`config.mk`:
```
export PLATFORM = sky130hd
export DESIGN_NAME = txq_top
export DESIGN_NICKNAME = d
export VERILOG_FILES = /design/src/rtl/txq_pkg.sv /design/src/rtl/txq_store.sv /design/src/rtl/txq_req_gen.sv /design/src/rtl/txq_top.sv
export SDC_FILE = /design/constraint.sdc
export NUM_CORES = 1
export LEC_CHECK = 0
export ABC_AREA = 1
export BUFFER_PORTS_ARGS = -buffer_cell sky130_fd_sc_hd__buf_2
export CORE_UTILIZATION = 50
export CTS_CLUSTER_SIZE = 24
export DETAILED_ROUTE_END_ITERATION = 12
export PLACE_DENSITY = 0.85
export SLEW_MARGIN = 20
export SYNTH_ARGS = -nofsm -noshare
export SYNTH_HDL_FRONTEND = slang
export SYNTH_SLANG_ARGS = --single-unit
```
`constraint.sdc`:
```
create_clock -name clk -period 1.94 [get_ports clk]
set_clock_uncertainty 0.2 [all_clocks]
set_input_delay 0.388 -clock clk [delete_from_list [all_inputs] [get_ports clk]]
set_output_delay 0.388 -clock clk [all_outputs]
set_load 0.05 [all_outputs]
```
`src/rtl/txq_pkg.sv`:
```
// Shared definitions for the transmit byte queue.
// Assumes: nothing beyond standard SystemVerilog.
package txq_pkg;
    // Trigger rule selected by the mode bit; encoding matches the bit value.
    typedef enum logic {
        TRIG_ROOM  = 1'b0,
        TRIG_EMPTY = 1'b1
    } trig_e;
endpackage

```
`src/rtl/txq_store.sv`:
```
// Circular byte storage with read/write pointers and an occupancy count.
// Writes to a full queue and loads from an empty queue are ignored here;
// the caller observes that through the full/empty flags.
// Assumes: synchronous active-low reset; flush acts like a reset of contents.
module txq_store #(
    parameter int DEPTH = 4,
    parameter int WIDTH = 8
) (
    input  logic             clk,
    input  logic             rst_n,
    input  logic             flush,
    input  logic             wr_en,
    input  logic [WIDTH-1:0] wr_data,
    input  logic             rd_en,
    output logic [WIDTH-1:0] rd_data,
    output logic             empty,
    output logic             full
);
    localparam int PW = (DEPTH > 1) ? $clog2(DEPTH) : 1;
    localparam int CW = $clog2(DEPTH + 1);
    localparam logic [PW-1:0] LAST = PW'(DEPTH - 1);
    localparam logic [CW-1:0] FULLC = CW'(DEPTH);

    logic [WIDTH-1:0] mem [DEPTH];
    logic [PW-1:0]    wr_ptr, rd_ptr;
    logic [CW-1:0]    count;
    logic             do_wr, do_rd;

    assign empty   = (count == '0);
    assign full    = (count == FULLC);
    assign do_wr   = wr_en && !full;
    assign do_rd   = rd_en && !empty;
    assign rd_data = mem[rd_ptr];

    // Store accepted bytes at the write pointer.
    always_ff @(posedge clk) begin
        if (do_wr && !flush) mem[wr_ptr] <= wr_data;
    end

    // Advance pointers and track occupancy.
    always_ff @(posedge clk) begin
        if (!rst_n || flush) begin
            wr_ptr <= '0;
            rd_ptr <= '0;
            count  <= '0;
        end else begin
            if (do_wr) wr_ptr <= (wr_ptr == LAST) ? '0 : wr_ptr + 1'b1;
            if (do_rd) rd_ptr <= (rd_ptr == LAST) ? '0 : rd_ptr + 1'b1;
            case ({do_wr, do_rd})
                2'b10:   count <= count + 1'b1;
                2'b01:   count <= count - 1'b1;
                default: count <= count;
            endcase
        end
    end

    AST_COUNT_BOUND: assert property (@(posedge clk) disable iff (!rst_n)
        count <= FULLC);
    AST_FULL_DROP: assert property (@(posedge clk) disable iff (!rst_n)
        (full && wr_en && !rd_en && !flush) |=> full);
endmodule

```
`src/rtl/txq_req_gen.sv`:
```
// Derives the interrupt level and the active-low DMA request from the
// queue state and the selected trigger rule. The DMA request is held
// inactive for the cycle after every write so each byte yields an edge.
// Assumes: empty/full come from registered state.
module txq_req_gen
    import txq_pkg::*;
(
    input  logic  clk,
    input  logic  rst_n,
    input  trig_e rule,
    input  logic  empty,
    input  logic  full,
    input  logic  wr_en,
    output logic  irq,
    output logic  dma_req_n
);
    logic trig;
    logic gap_q;

    // Select the trigger condition from the rule.
    always_comb begin
        if (rule == TRIG_EMPTY) trig = empty;
        else                    trig = !full;
    end

    // Remember a write so the DMA request drops for one clock.
    always_ff @(posedge clk) begin
        if (!rst_n) gap_q <= 1'b0;
        else        gap_q <= wr_en;
    end

    assign irq       = trig;
    assign dma_req_n = !(trig && !gap_q);

    AST_REQ_GAP: assert property (@(posedge clk) disable iff (!rst_n)
        wr_en |=> dma_req_n);
    AST_EMPTY_RULE: assert property (@(posedge clk) disable iff (!rst_n)
        (rule == TRIG_EMPTY && !empty) |-> (!irq && dma_req_n));
endmodule

```
`src/rtl/txq_top.sv`:
```
// Transmit byte queue with selectable request trigger. Holds the mode
// bit, the sticky overflow flag and the underrun pulse, and ties the
// storage to the request generator.
// Assumes: one write and one load at most per cycle; synchronous reset.
module txq_top
    import txq_pkg::*;
#(
    parameter int DEPTH = 4,
    parameter int WIDTH = 8
) (
    input  logic             clk,
    input  logic             rst_n,
    input  logic             sw_reset,
    input  logic             sel_we,
    input  logic             sel_bit,
    input  logic             wr_en,
    input  logic [WIDTH-1:0] wr_data,
    input  logic             load_pulse,
    output logic [WIDTH-1:0] head_data,
    output logic             slot_free,
    output logic             tx_irq,
    output logic             dma_req_n,
    output logic             overflow,
    output logic             underrun
);
    trig_e rule_q;
    logic  empty, full;
    logic  ovf_q, undr_q;

    // Trigger-select bit: reset paths force the fully-empty rule.
    always_ff @(posedge clk) begin
        if (!rst_n || sw_reset) rule_q <= TRIG_EMPTY;
        else if (sel_we)        rule_q <= trig_e'(sel_bit);
    end

    // Sticky overflow on a dropped write; only hardware reset clears it.
    always_ff @(posedge clk) begin
        if (!rst_n)                              ovf_q <= 1'b0;
        else if (wr_en && full && !sw_reset)     ovf_q <= 1'b1;
    end

    // One-cycle underrun after a load that found nothing.
    always_ff @(posedge clk) begin
        if (!rst_n) undr_q <= 1'b0;
        else        undr_q <= load_pulse && empty;
    end

    txq_store #(.DEPTH(DEPTH), .WIDTH(WIDTH)) u_store (
        .clk     (clk),
        .rst_n   (rst_n),
        .flush   (sw_reset),
        .wr_en   (wr_en),
        .wr_data (wr_data),
        .rd_en   (load_pulse),
        .rd_data (head_data),
        .empty   (empty),
        .full    (full)
    );

    txq_req_gen u_req (
        .clk       (clk),
        .rst_n     (rst_n),
        .rule      (rule_q),
        .empty     (empty),
        .full      (full),
        .wr_en     (wr_en),
        .irq       (tx_irq),
        .dma_req_n (dma_req_n)
    );

    assign slot_free = !full;
    assign overflow  = ovf_q;
    assign underrun  = undr_q;

    AST_OVF_STICKY: assert property (@(posedge clk) disable iff (!rst_n)
        overflow |=> overflow);
    AST_UNDERRUN_FLAG: assert property (@(posedge clk) disable iff (!rst_n)
        (load_pulse && empty) |=> underrun);
    AST_SWRST_RULE: assert property (@(posedge clk) disable iff (!rst_n)
        sw_reset |=> (rule_q == TRIG_EMPTY && !tx_irq == 1'b0));
endmodule

```
==> summary.md <==
| Metric | Value |
|---|---|
| Final setup violation count | 1 |
| Fmax achieved | 508 MHz |
| Share of layout cells above drive strength 1 | 0.394 |
| Clock network power share | 0.293 |
| Finished Cell Area | 2360 um^2 |
| Async SR Flop Fraction | 0 |
| Via count | 1,336 |
| Worst skew pair latency | 0.30 ns |
| Worst VDD drop | 587 uV |
| Net Sw Frac | 0.278 |
| Antenna violations before repair | 0 |
| Core Util, Final | 0.685 |
| Seq cells post-synth | 45 |
| Num CTS Buffers | 5 |
| Placer Congestion | 0.808 |
| Clock period minus worst slack | 1.97 ns |
| Top Ports | 28 |
| Core Box Area | 3440 um^2 |
| CTS tree | built |
| Longest Clk Path Bufs | 2 |
| Rows | 21 |
| Total wire length | 3810 um |
| Syn_nets | 186 |
| Post-DP HPWL | 2350 um |
| Antenna Nets Post-Route | 0 |
| Pre-CTS WS | -0.0155 ns |
| Hold WC Path Type | primary input to flop |
| Worst EP arrival | 2.01 ns |
| Number of input and output port buffers inserted | 27 |
| CP endpoint kind | flop |
| Post-Syn Instances | 164 |
| Vias per std cell | 5.26 |
| Post-route non-filler standard cell count | 254 |
| Worst-margin pin slew | 0.256 ns |
| Final period util | 1.01 |
| Status | finished, violations left |
| Static leakage | 0.946 nW |
| Avg Inst Size Synth | 11.4 um^2 |
| Die Area | 3980 um^2 |
| YS warnings | 0 |
| Headroom to the max-slew limit | 0.827 |
| Violated checks | setup timing |
| CTS H-tree lvls | 2 |
| Setup CP Type | flop to flop |
| Slew Viols, Final | 0 |
| CTS Root Cell | clkbuf_8 |
| Sequential share of power | 0.548 |
| Nets | 229 |
| Vias in the first global route | 1,230 |
| Placed cell count | 242 |
| Largest net degree at the start of global routing | 17 |
| Filler cells | 225 |
| Die X | 63.1 um |
| RSZ-0062 raised after global routing | yes |
| Cell Area, Synth | 1870 um^2 |
| NetSw | 0.541 mW |
| CTS Sinks | 45 |
| # hold bufs at CTS | 0 |
| Clock slew at reported path FFs | 0.09 ns |
| Inserted Diodes | 0 |
| Hold Violations, Final | 0 |
| Routed len/inst | 15.0 um |
| Post-synth EDFFs | 32 |
| Crit path launch type | flop |
| Combinational share of power | 0.159 |
| Worst setup margin | -0.0289 ns |
| First-pass GRT wire length | 5670 um |
| PD cells | 826 nW/um^2 |
| Cell Area, Placed | 2140 um^2 |
| Int Pwr | 1.41 mW |
| All-layer global routing usage | 0.196 |
| Initial drt markers | 36 |
| Max-cap violations | 0 |
| Starting Density | 0.542 |
| Hold slack | 0.0954 ns |
| GRT overflow | 0 |
| WP data required | 1.98 ns |
| Most used DFF post-synth | edfxtp_1 |
| Area delta synth->final | 26.4% |
| Library cells used by synthesis | 24 |
| Post-route DRC | 0 |
| Die H | 63.1 um |
| Worst Path Max Fanout | 4 |
| Sequential area share after synthesis | 0.655 |
| DRT Pass-1 Iters | 4 |
==> cells in the final DEF, fill, tap and decap left out, types with 3 or more instances in the layout <==
master and instances:
edfxtp_1 32, nor2_1 30, buf_2 17, inv_1 15, buf_4 14, nand2_1 12, o21ai_1 10, o22ai_2 8
dfxtp_1 8, o21ai_0 6, buf_6 6, ha_1 5, clkbuf_8 5, inv_2 4, o21ai_2 4, nand2_4 3
nand2_2 3, dfxtp_4 3
==> cell type report <==
cell class | instances | area, um^2 | share of cell area
multi-input combinational | 96 | 629 | 0.267
timing repair buffer | 38 | 265 | 0.113
clock inverter | 3 | 17.5 | 0.00743
tap | 46 | 57.6 | 0.0244
inverter | 21 | 83.8 | 0.0356
sequential | 45 | 1230 | 0.524
clock buffer | 5 | 68.8 | 0.0292
==> synthesized netlist by cell type, types with 2 or more instances <==
cell | instances | area share
o22ai_1 | 8 | 0.027
nor2_1 | 30 | 0.060
nand3_1 | 3 | 0.0080
nand2_4 | 2 | 0.012
ha_1 | 6 | 0.040
edfxtp_1 | 32 | 0.52
dfxtp_1 | 13 | 0.14
a21oi_1 | 2 | 0.0054
o21ai_0 | 16 | 0.043
nand2_1 | 15 | 0.030
inv_1 | 19 | 0.038
nor2_4 | 2 | 0.012
inv_2 | 2 | 0.0040
buf_6 | 2 | 0.012
o21ai_2 | 3 | 0.014
==> critical path, cell delays in order, from the launching register on <==
cell	delay (ns)
dfxtp_4	0.37
nor2_4	0.21
nand2_4	0.09
nand2_4	0.09
ha_4	0.13
inv_2	0.04
fa_2	0.38
inv_2	0.08
nand2_2	0.07
nand4_1	0.09
nand2_1	0.08
nor2_1	0.08
==> through the flow <==
stage | setup TNS [ns] | power [mW]
5_1_grt | -0.153 | 2.02
3_5_place_dp | -0.0155 | 1.35
2_1_floorplan | -0.0380 | 1.28
4_1_cts | 0 | 1.92
6_report | -0.0289 | 1.95
3_3_place_gp | 0 | 1.34
==> state kept, by name (all words and copies together), names as in the netlist, named ones only <==
name            count
u_store.rd_ptr      2
rule_q              1
u_store.wr_ptr      2
u_req.gap_q         1
overflow            1
u_store.count       3
underrun            1
u_store.mem        32
==> kinds of logic after synthesis <==
kind of cell / share of synthesized area
adder cells (fa/ha/maj): 0.0510
flip-flops: 0.655
buffers and inverters: 0.0543
AO/OA/AOI/OAI: 0.101
AND/OR/NAND/NOR: 0.140
==> routing by layer <==
| layer | vias up | GRT usage | wire (um) |
|---|---|---|---|
| met2 | 45 | 0.323 | 1900 |
| li1 | 644 | - | - |
| met4 | 0 | 0.0959 | 109 |
| met5 | - | 0 | 0 |
| met3 | 12 | 0.0562 | 206 |
| met1 | 635 | 0.235 | 1600 |
==> worst paths after layout <==
check        cells after the start        startpoint  slack [ns]                end
max                             11  u_store.count[0]       -0.03   u_store.count[2]
min                              1        wr_data[4]         0.1  u_store.mem[3][4]
max reg2reg                     11  u_store.count[0]       -0.03   u_store.count[2]
min reg2reg                      2          overflow        0.27           overflow
==> repair_timing <==
item,CTS,global route
endpoints found under the setup margin,9,12
gates cloned,0,0
pin swaps,1,6
buffers inserted,1,3
resized for setup,15,34
==> power by group through the flow <==
| stage | clock [mW] | sequential (mW) | combinational (mW) |
|---|---|---|---|
| 2_1_floorplan | 0 | 1.09 | 0.182 |
| 3_3_place_gp | 0 | 1.09 | 0.255 |
| 3_5_place_dp | 0 | 1.09 | 0.263 |
| 4_1_cts | 0.572 | 1.07 | 0.279 |
| 5_1_grt | 0.620 | 1.07 | 0.330 |
| 6_report | 0.570 | 1.07 | 0.310 |
(Power assumes the default switching activity.)
